[src/rtl/tagq_pkg.sv]
package tagq_pkg;
  typedef enum logic [1:0] {
    PH_HDR = 2'd0,
    PH_TAG = 2'd1,
    PH_PAY = 2'd2
  } phase_t;
endpackage

[src/rtl/tagq_fifo.sv]
module tagq_fifo #(
  parameter int W     = 32,
  parameter int DEPTH = 8
) (
  input  logic         clk,
  input  logic         rst_n,
  input  logic         push,
  input  logic [W-1:0] wdata,
  input  logic         pop,
  output logic [W-1:0] rdata,
  output logic         full,
  output logic         empty
);
  localparam int AW = $clog2(DEPTH);

  logic [W-1:0]  mem [DEPTH];
  logic [AW-1:0] wp, rp;
  logic [AW:0]   cnt;

  function automatic logic [AW-1:0] bump(input logic [AW-1:0] p);
    return (p == AW'(DEPTH - 1)) ? '0 : p + AW'(1);
  endfunction

  assign full  = (cnt == (AW+1)'(DEPTH));
  assign empty = (cnt == '0);
  assign rdata = mem[rp];

  always_ff @(posedge clk) begin
    if (push) mem[wp] <= wdata;
  end

  always_ff @(posedge clk) begin
    if (!rst_n) begin
      wp  <= '0;
      rp  <= '0;
      cnt <= '0;
    end else begin
      if (push) wp <= bump(wp);
      if (pop)  rp <= bump(rp);
      cnt <= cnt + {{AW{1'b0}}, push} - {{AW{1'b0}}, pop};
    end
  end

  // never written beyond its depth
  p_no_overflow_r7: assert property (@(posedge clk) disable iff (!rst_n) push |-> !full);
  // never read when empty
  p_no_underflow_r8: assert property (@(posedge clk) disable iff (!rst_n) pop |-> !empty);
  // simultaneous push and pop leaves the fill level unchanged
  p_push_pop_level_r9: assert property (@(posedge clk) disable iff (!rst_n)
    (push && pop) |=> $stable(cnt));
endmodule

[src/rtl/tagq_match.sv]
module tagq_match #(
  parameter int NQ = 4,
  parameter int W  = 32,
  localparam int SW = $clog2(NQ + 1)
) (
  input  logic [W-1:0]         tag,
  input  logic [NQ-1:0][W-1:0] tags,
  input  logic [NQ-1:0]        valids,
  output logic [SW-1:0]        sel
);
  logic [NQ-1:0] hits;

  for (genvar i = 0; i < NQ; i++) begin : g_cmp
    assign hits[i] = valids[i] && (tags[i] == tag);
  end

  // lowest set hit wins; no hit selects the catch-all index NQ
  function automatic logic [SW-1:0] first_hit(input logic [NQ-1:0] h);
    logic [SW-1:0] r;
    r = SW'(NQ);
    for (int i = NQ - 1; i >= 0; i--) begin
      if (h[i]) r = SW'(i);
    end
    return r;
  endfunction

  assign sel = first_hit(hits);
endmodule

[src/rtl/tagq_parser.sv]
module tagq_parser
  import tagq_pkg::*;
#(
  parameter int W  = 32,
  parameter int LW = 5,
  parameter int SW = 3
) (
  input  logic          clk,
  input  logic          rst_n,
  input  logic          net_valid,
  input  logic [W-1:0]  net_data,
  output logic          net_ready,
  input  logic [SW-1:0] match_sel,
  input  logic          sel_full,
  output logic          push_en,
  output logic [SW-1:0] cur_sel
);
  phase_t        ph;
  logic [LW-1:0] rem;
  logic          take;

  assign net_ready = (ph != PH_PAY) || !sel_full;
  assign take      = net_valid && net_ready;
  assign push_en   = take && (ph == PH_PAY);

  always_ff @(posedge clk) begin
    if (!rst_n) begin
      ph      <= PH_HDR;
      rem     <= '0;
      cur_sel <= '0;
    end else if (take) begin
      unique case (ph)
        PH_HDR: begin
          rem <= net_data[LW-1:0];
          ph  <= PH_TAG;
        end
        PH_TAG: begin
          cur_sel <= match_sel;
          ph      <= (rem == '0) ? PH_HDR : PH_PAY;
        end
        default: begin
          rem <= rem - LW'(1);
          if (rem == LW'(1)) ph <= PH_HDR;
        end
      endcase
    end
  end

  // payload phase always has words left to take
  p_len_nonzero_r2: assert property (@(posedge clk) disable iff (!rst_n)
    (ph == PH_PAY) |-> (rem != '0));
  // a refused word leaves the packet position and target untouched
  p_stall_hold_r7: assert property (@(posedge clk) disable iff (!rst_n)
    (net_valid && !net_ready) |=> (ph == PH_PAY) && $stable(rem) && $stable(cur_sel));
  // target queue does not change while payload is in flight
  p_target_fixed_r3: assert property (@(posedge clk) disable iff (!rst_n)
    (ph == PH_PAY && !(take && rem == LW'(1))) |=> $stable(cur_sel));
endmodule

[src/rtl/tagq_demux.sv]
module tagq_demux #(
  parameter int NQ    = 4,
  parameter int W     = 32,
  parameter int DEPTH = 8,
  parameter int LW    = 5,
  localparam int NB   = NQ + 1,
  localparam int SW   = $clog2(NB),
  localparam int IW   = $clog2(NQ)
) (
  input  logic          clk,
  input  logic          rst_n,
  input  logic          net_valid,
  input  logic [W-1:0]  net_data,
  output logic          net_ready,
  input  logic          cfg_we,
  input  logic [IW-1:0] cfg_idx,
  input  logic [W-1:0]  cfg_tag,
  input  logic          cfg_valid,
  input  logic          rd_en,
  input  logic [SW-1:0] rd_sel,
  output logic [W-1:0]  rd_data,
  output logic          rd_ok
);
  logic [NQ-1:0][W-1:0] tag_r;
  logic [NQ-1:0]        tag_v;
  logic [SW-1:0]        match_sel, cur_sel;
  logic                 push_en, sel_full, sel_empty;
  logic [NB-1:0]        push_vec, pop_vec, full_v, empty_v;
  logic [NB-1:0][W-1:0] rdata_v;
  logic [W-1:0]         sel_rdata;

  always_ff @(posedge clk) begin
    if (!rst_n) begin
      tag_r <= '0;
      tag_v <= '0;
    end else if (cfg_we) begin
      tag_r[cfg_idx] <= cfg_tag;
      tag_v[cfg_idx] <= cfg_valid;
    end
  end

  tagq_match #(.NQ(NQ), .W(W)) u_match (
    .tag(net_data), .tags(tag_r), .valids(tag_v), .sel(match_sel)
  );

  tagq_parser #(.W(W), .LW(LW), .SW(SW)) u_parser (
    .clk(clk), .rst_n(rst_n), .net_valid(net_valid), .net_data(net_data),
    .net_ready(net_ready), .match_sel(match_sel), .sel_full(sel_full),
    .push_en(push_en), .cur_sel(cur_sel)
  );

  for (genvar b = 0; b < NB; b++) begin : g_q
    assign push_vec[b] = push_en && (cur_sel == SW'(b));
    assign pop_vec[b]  = rd_en && (rd_sel == SW'(b)) && !empty_v[b];
    tagq_fifo #(.W(W), .DEPTH(DEPTH)) u_fifo (
      .clk(clk), .rst_n(rst_n), .push(push_vec[b]), .wdata(net_data),
      .pop(pop_vec[b]), .rdata(rdata_v[b]), .full(full_v[b]), .empty(empty_v[b])
    );
  end

  always_comb begin
    sel_full  = 1'b0;
    sel_empty = 1'b1;
    sel_rdata = '0;
    for (int b = 0; b < NB; b++) begin
      if (cur_sel == SW'(b)) sel_full = full_v[b];
      if (rd_sel == SW'(b)) begin
        sel_empty = empty_v[b];
        sel_rdata = rdata_v[b];
      end
    end
  end

  assign rd_ok   = rd_en && !sel_empty;
  assign rd_data = sel_rdata;

  // a payload word lands in at most one queue
  p_single_target_r3: assert property (@(posedge clk) disable iff (!rst_n) $onehot0(push_vec));
  // at most one queue is drained per cycle, and only when the read is honoured
  p_pop_when_ok_r8: assert property (@(posedge clk) disable iff (!rst_n)
    ($countones(pop_vec) <= 1) && (!rd_ok -> (pop_vec == '0)));
endmodule

[config.mk]
export PLATFORM = sky130hd
export DESIGN_NAME = tagq_demux
export DESIGN_NICKNAME = d
export VERILOG_FILES = /design/src/rtl/tagq_pkg.sv /design/src/rtl/tagq_fifo.sv /design/src/rtl/tagq_match.sv /design/src/rtl/tagq_parser.sv /design/src/rtl/tagq_demux.sv
export SDC_FILE = /design/constraint.sdc
export NUM_CORES = 2
export LEC_CHECK = 0
export ABC_CLOCK_PERIOD_IN_PS = 7500
export BUFFER_PORTS_ARGS = -buffer_cell sky130_fd_sc_hd__buf_2
export CAP_MARGIN = 20
export CELL_PAD_IN_SITES_DETAIL_PLACEMENT = 2
export CELL_PAD_IN_SITES_GLOBAL_PLACEMENT = 2
export CORE_ASPECT_RATIO = 1.25
export CORE_MARGIN = 4
export CORE_UTILIZATION = 25
export CTS_CLUSTER_SIZE = 24
export DETAILED_ROUTE_END_ITERATION = 8
export PLACE_DENSITY_LB_ADDON = 0.08
export SETUP_SLACK_MARGIN = 0.1
export SYNTH_ARGS = -nofsm -noshare
export SYNTH_HDL_FRONTEND = slang
export SYNTH_SLANG_ARGS = --single-unit
[constraint.sdc]
create_clock -name clk -period 7.5 [get_ports clk]
set_input_delay 1.5 -clock clk [delete_from_list [all_inputs] [get_ports clk]]
set_output_delay 1.5 -clock clk [all_outputs]
set_load 0.005 [all_outputs]
======== Yosys cells after proc, flatten, opt, wreduce, memory -nomap -nowiden ========
Memory sizes are Yosys's and may differ from the RTL's. A register that Yosys moved wholly into a read port is not among the register bits.
Index checks and enable logic that the tools add are counted.
word-level totals
  bits in registers ....................... 192
  bits in latches ......................... 0
  RAM bits ................................ 1,280
  ROM bits ................................ 0
  bits of input ports ..................... 75
  output and inout port bits .............. 34
  logic and storage cells ................. 186
  memories ................................ 5
operators by class
  add/sub/neg operators ................... 21
  multiply operators ...................... 0
  div/mod/pow operators ................... 0
  magnitude comparators ................... 2
  eq/ne operators ......................... 31
  shift-type cells ........................ 0
  multiplexer cells ....................... 59
  bitwise operators ....................... 1
  reduce and logical (&&, ||, !) cells .... 44
memories
  name               words  bits a word  rd ports  clocked after Yosys merged registers in  write ports  RTL line         source
  g_q[0].u_fifo.mem  8      32           1         1                                        1            tagq_fifo.sv:16  logic [W-1:0] mem [DEPTH];
  g_q[1].u_fifo.mem  8      32           1         1                                        1            tagq_fifo.sv:16
  g_q[2].u_fifo.mem  8      32           1         1                                        1            tagq_fifo.sv:16
  g_q[3].u_fifo.mem  8      32           1         1                                        1            tagq_fifo.sv:16
  g_q[4].u_fifo.mem  8      32           1         1                                        1            tagq_fifo.sv:16
operator list
  operator               count
  $mux W32               6
  $bwmux W128            1
  $eq A32 B32 Y1         4
  $mux W3                24
  $demux W32 S2          1
  $eq A3 B3 Y1 const B   12
  $add A3 B1 Y3 const B  10
  $logic_and A1 B1 Y1    23
  $mux W1                21
  $add A4 B1 Y4          5
  $eq A4 B4 Y1 const B   5
  $logic_not A4 Y1       5
  $sub A4 B1 Y4          5
  $eq A3 B2 Y1 const B   4
  $pmux W5 S2            1
  $logic_not A1 Y1       7
  $eq A3 B1 Y1 const B   2
  $logic_not A3 Y1       2
  $reduce_and A2 Y1      3
  $eq A5 B1 Y1 const B   1
  $logic_not A5 Y1       1
  $sub A5 B1 Y5 const B  1
  $bwmux W4              1
  $mux W2                2
  other kinds (11)       11

======== Depth between registers and ports, before layout ========
  depth in word-level cells ............... 13
  depth in mapped cells ................... 14

======== Hierarchy ========
Synthesis repeated with hierarchy kept, for this count alone.
unflattened totals
  cell total of the unflattened synthesis .. 3,280
  area, all modules ....................... 61,104.9 um^2
modules (own cells, without submodules)
  module                         instances  cells each  area an instance (um^2)
  tagq_fifo (g_q[0].u_fifo ...)  4          442         10,422.5
  tagq_fifo (g_q[2].u_fifo)      1          442         10,432.5
  tagq_demux                     1          800         6,718.9
  tagq_match                     1          202         1,619.1
  tagq_parser                    1          68          644.4

======== Worst setup path before layout ========
OpenSTA, ideal clock, no wires.
  path type ............................... input -> register
  start ................................... input net_valid
  end ..................................... memory g_q[4].u_fifo.mem[4][0] (enable)
  setup time .............................. 513 ps
  arrival time ............................ 5,316 ps
  path slack .............................. 1,672 ps
  cell stages on the path ................. 3
  path through ............................ and2_0 > nand2_1 > nor4b_1
between the ends
  longest elaborated chain between the ends .. 5
RTL lines
  element                        RTL line           source
  start: declaration             tagq_demux.sv:12   input logic net_valid,
  $logic_and A1 B1 Y1            tagq_parser.sv:23  assign take = net_valid && net_ready;
  $logic_and A1 B1 Y1            tagq_parser.sv:24  assign push_en = take && (ph == PH_PAY);
  $logic_and A1 B1 Y1            tagq_demux.sv:53   assign push_vec[b] = push_en && (cur_sel == SW'(b));
  $mux W1                        tagq_fifo.sv:29    if (push) mem[wp] <= wdata;
  $mux W1 (implied by the code)  tagq_fifo.sv:29
  end: declaration               tagq_fifo.sv:16
No other way between the ends.

==> results_dict.tcl <==
set metrics [dict create \
    seqPwrFrac 0.497 \
    max_stage_delay_ps 790 \
    slew_headroom 0.2874 \
    clk_pin_slew_ps 60 \
    syn_inst 3240 \
    total_power_mw 18.29 \
    synth_edf_count 1280 \
    critPathMaxFanout 31 \
    firstDrtPassIters 5 \
    p_switching_mw 4.070 \
    final-hold-violation-count 0 \
    drive_above_1_share 0.2408 \
    power_density_nw_per_um2 263.6 \
    start_kind "flop" \
    crit_chain "buf_4 -> mux4_2 -> mux2i_1 -> o22ai_1 -> nor3_1 -> a21oi_1 -> buf_2" \
    yosys.area_share.simple 0.04381 \
    p_leak_nw 21.38 \
    fin_crit_sh 0.7721 \
    sw_frac_of_total 0.2225 \
    netlist.area_leader.share 0.6527 \
    synth_compound_area_frac 0.03415 \
    peakVddDrop_uv 162.9 \
    async_reset_ff_frac 0 \
    end_kind "output port" \
    synth_top_family_by_area "multiplexers" \
    drt-total-wl_um 198400 \
    cp_slowest_cell "dfxtp_4" \
    pwr-share-comb 0.046 \
    critPathKind "flop to output port" \
    status "finished, final reports clean" \
    cts_buffer_depth 4 \
    ios 109 \
    final_nets 3601 \
    via_count 30840 \
    cts_resized 0 \
    cts_setup_buffers 0 \
    grtUsageTotal 0.1604 \
    syn_to_final_growth_pct 17.85 \
    post-route-drc-count 0 \
    place.gp.congestion 0.7181 \
    worstPathArrival_ps 4290 \
    synth_cell_types 54 \
    period_needed_ps 5791 \
    clock_sinks 1487 \
    setup_violations 0 \
    min_path_type "flop to flop" \
    crit_buf_inv 2 \
    synthFlopType "edfxtp_1" \
    synth-seq-area-share 0.7231 \
    nFillCells 23634 \
    cp_data_required_time_ps 6000 \
    post_drt_wl_per_cell_um 29.56 \
    io_buffers 108 \
    synth_seq_cells 1487 \
    ant_nets 0 \
    die_y_um 550.6 \
    htree_levels 4 \
    rsz0062_at_grt "false" \
    die_area_um2 243400 \
    ys_warn_count 0 \
    hpwl_um 128000 \
    p_int_mw 14.22 \
    core_um2 233600 \
    die_w_um 442.1 \
    vias_per_cell 4.595 \
    clock_latency_ps 830 \
    grt_pass1_wl_um 276900 \
    first_iter_violations 1840 \
    cts_tree "yes" \
    clock_power_share 0.457 \
    cts_inserted_buffers 173 \
    synth_area_um2 58890 \
    cts-root-buf "clkbuf_16" \
    cpLargestDelayFamily "multiplexers" \
    fin_tns_setup_ps 0 \
    muxShareOfSynthArea 0.1509 \
    worstMarginPinSlew_ps 1069 \
    antenna_found_initial 29 \
    synthTopCellsByArea "edfxtp_1 (65%), mux4_2 (12%), dfxtp_1 (7.0%), mux2i_1 (2.7%), nand2_1 (2.0%)" \
    cts.hold.buffers_added 0 \
    max_freq_ghz 0.1727 \
    drv_cap 0 \
    skew_ps 46.06 \
    rows 198 \
    synth_top_cell_by_area "edfxtp_1" \
    initial_core_util 0.2521 \
    finalMaxSlewViolations 0 \
    grt_overflow_total 0 \
    synth-xor-area-share 0.02053 \
    grt_pass1_vias 34852 \
    grt_max_degree 97 \
    syn-num-nets 3372 \
    synthAdderAreaFrac 0.01275 \
    syn_avg_cell_area_um2 18.17 \
]
-- power groups by stage --
stage | Clock, mW | Sequential (mW) | Combinational (mW)
global placement | 0 | 9.26 | 0.844
finish | 8.36 | 9.09 | 0.836
detailed placement | 0 | 9.27 | 0.875
floorplan | 0 | 9.23 | 0.407
global route | 8.98 | 9.09 | 0.921
CTS | 8.68 | 9.09 | 0.877
-- cell type report --
cell class                 count  area, um^2  share of cell area
timing repair buffer         231        1516             0.02185
sequential                  1487       42620              0.6141
multi-input combinational   1534       15700              0.2263
antenna                       11       27.53           0.0003967
tap                         3100        3879             0.05589
clock inverter                96       960.9             0.01385
inverter                      42       157.7            0.002272
clock buffer                 211        4532             0.06530
-- cell usage in the layout (no fill, tap or decap), types with 17 or more instances in the layout --
master     synthesis  routed
clkinv_2           0      23
o22ai_1           68      68
edfxtp_1        1280    1280
bufinv_16          0      18
mux4_2           320     320
and2_1            18      17
clkinv_1           0      37
xnor2_1           39      39
xor2_1            99      99
clkbuf_1         129      32
mux2i_1          161     160
buf_4              0     120
nor2_1            37      21
a21boi_0         140     140
nand2_1          308     307
buf_2             31     107
nor4_1            25      22
inv_1             42      42
dfxtp_1          207     192
nor2b_1           28      28
nor3_1            57      45
a21oi_1           54      54
clkbuf_16          0     173
ha_1              52      52
-- cells by family after synthesis --
logic type,Yosys count
AO/OA/AOI/OAI,298
XOR/XNOR,138
adder cells (fa/ha/maj),57
buffers and inverters,219
flip-flops,1487
multiplexers,487
AND/OR/NAND/NOR,554
-- Yosys cell counts, types with 16 or more instances --
cell and instances:
clkbuf_1 129, dfxtp_1 207, inv_1 42, mux2i_1 161
nor3_1 57, mux4_2 320, nor3b_1 19, nor4_1 25
nor2_1 37, nand2_1 308, nor2b_1 28, edfxtp_1 1280
o22ai_1 68, buf_2 31, buf_1 16, a21boi_0 140
and2_1 18, a21oi_1 54, xnor2_1 39, xor2_1 99
ha_1 52
-- path summary, 6_finish.rpt --
path / cells past startpoint / to / start / slack [ps]
worst max-delay path: 7 / rd_data[19] / flop / 1710
worst min-delay path: 2 / tag_r[31]$_SDFFE_PN0P_ / tag_r[31]$_SDFFE_PN0P_ / 480
worst max register to register: 6 / g_q[1].u_fifo.mem[5][19]$_DFFE_PP_ / u_parser.ph[1]$_SDFFE_PN0P_ / 3740
worst min register to register: 2 / tag_r[31]$_SDFFE_PN0P_ / tag_r[31]$_SDFFE_PN0P_ / 480
-- registers in the layout, indices dropped and copies added, names as in the netlist, named ones only --
register,cells
tag_r,128
g_q.u_fifo.cnt,20
u_parser.rem,5
u_parser.cur_sel,3
g_q.u_fifo.wp,15
g_q.u_fifo.mem,1280
tag_v,4
u_parser.ph,2
g_q.u_fifo.rp,15
-- worst reg2reg max path, stage by stage, from the launching register on --
cell,delay [ps]
dfxtp_1,710
nand3b_1,170
or3b_1,420
or3_1,570
or2_1,430
nor2_4,550
buf_4,510
-- metal layers --
metal,vias to the layer above,GRT usage,wire (um)
met3,231,0.01949,6451
met4,6,0.03736,4088
li1,13234,-,-
met5,-,0,41
met2,555,0.2940,103700
met1,16814,0.2015,84140
-- stage by stage --
step	instance area [um^2]	utilization	setup slack, ps	hold slack [ps]	cells
3_5_place_dp	63860	0.2733	1861	470.8	6393
5_1_grt	69370	0.2969	1484	496.4	6702
2_1_floorplan	58890	-	1672	439.0	3240
6_report	69400	0.2971	1709	479.7	6712
3_3_place_gp	63850	0.2733	1937	449.8	6392
4_1_cts	69350	0.2969	1564	482.0	6700
Note: power is estimated with default switching activity, not from simulation.
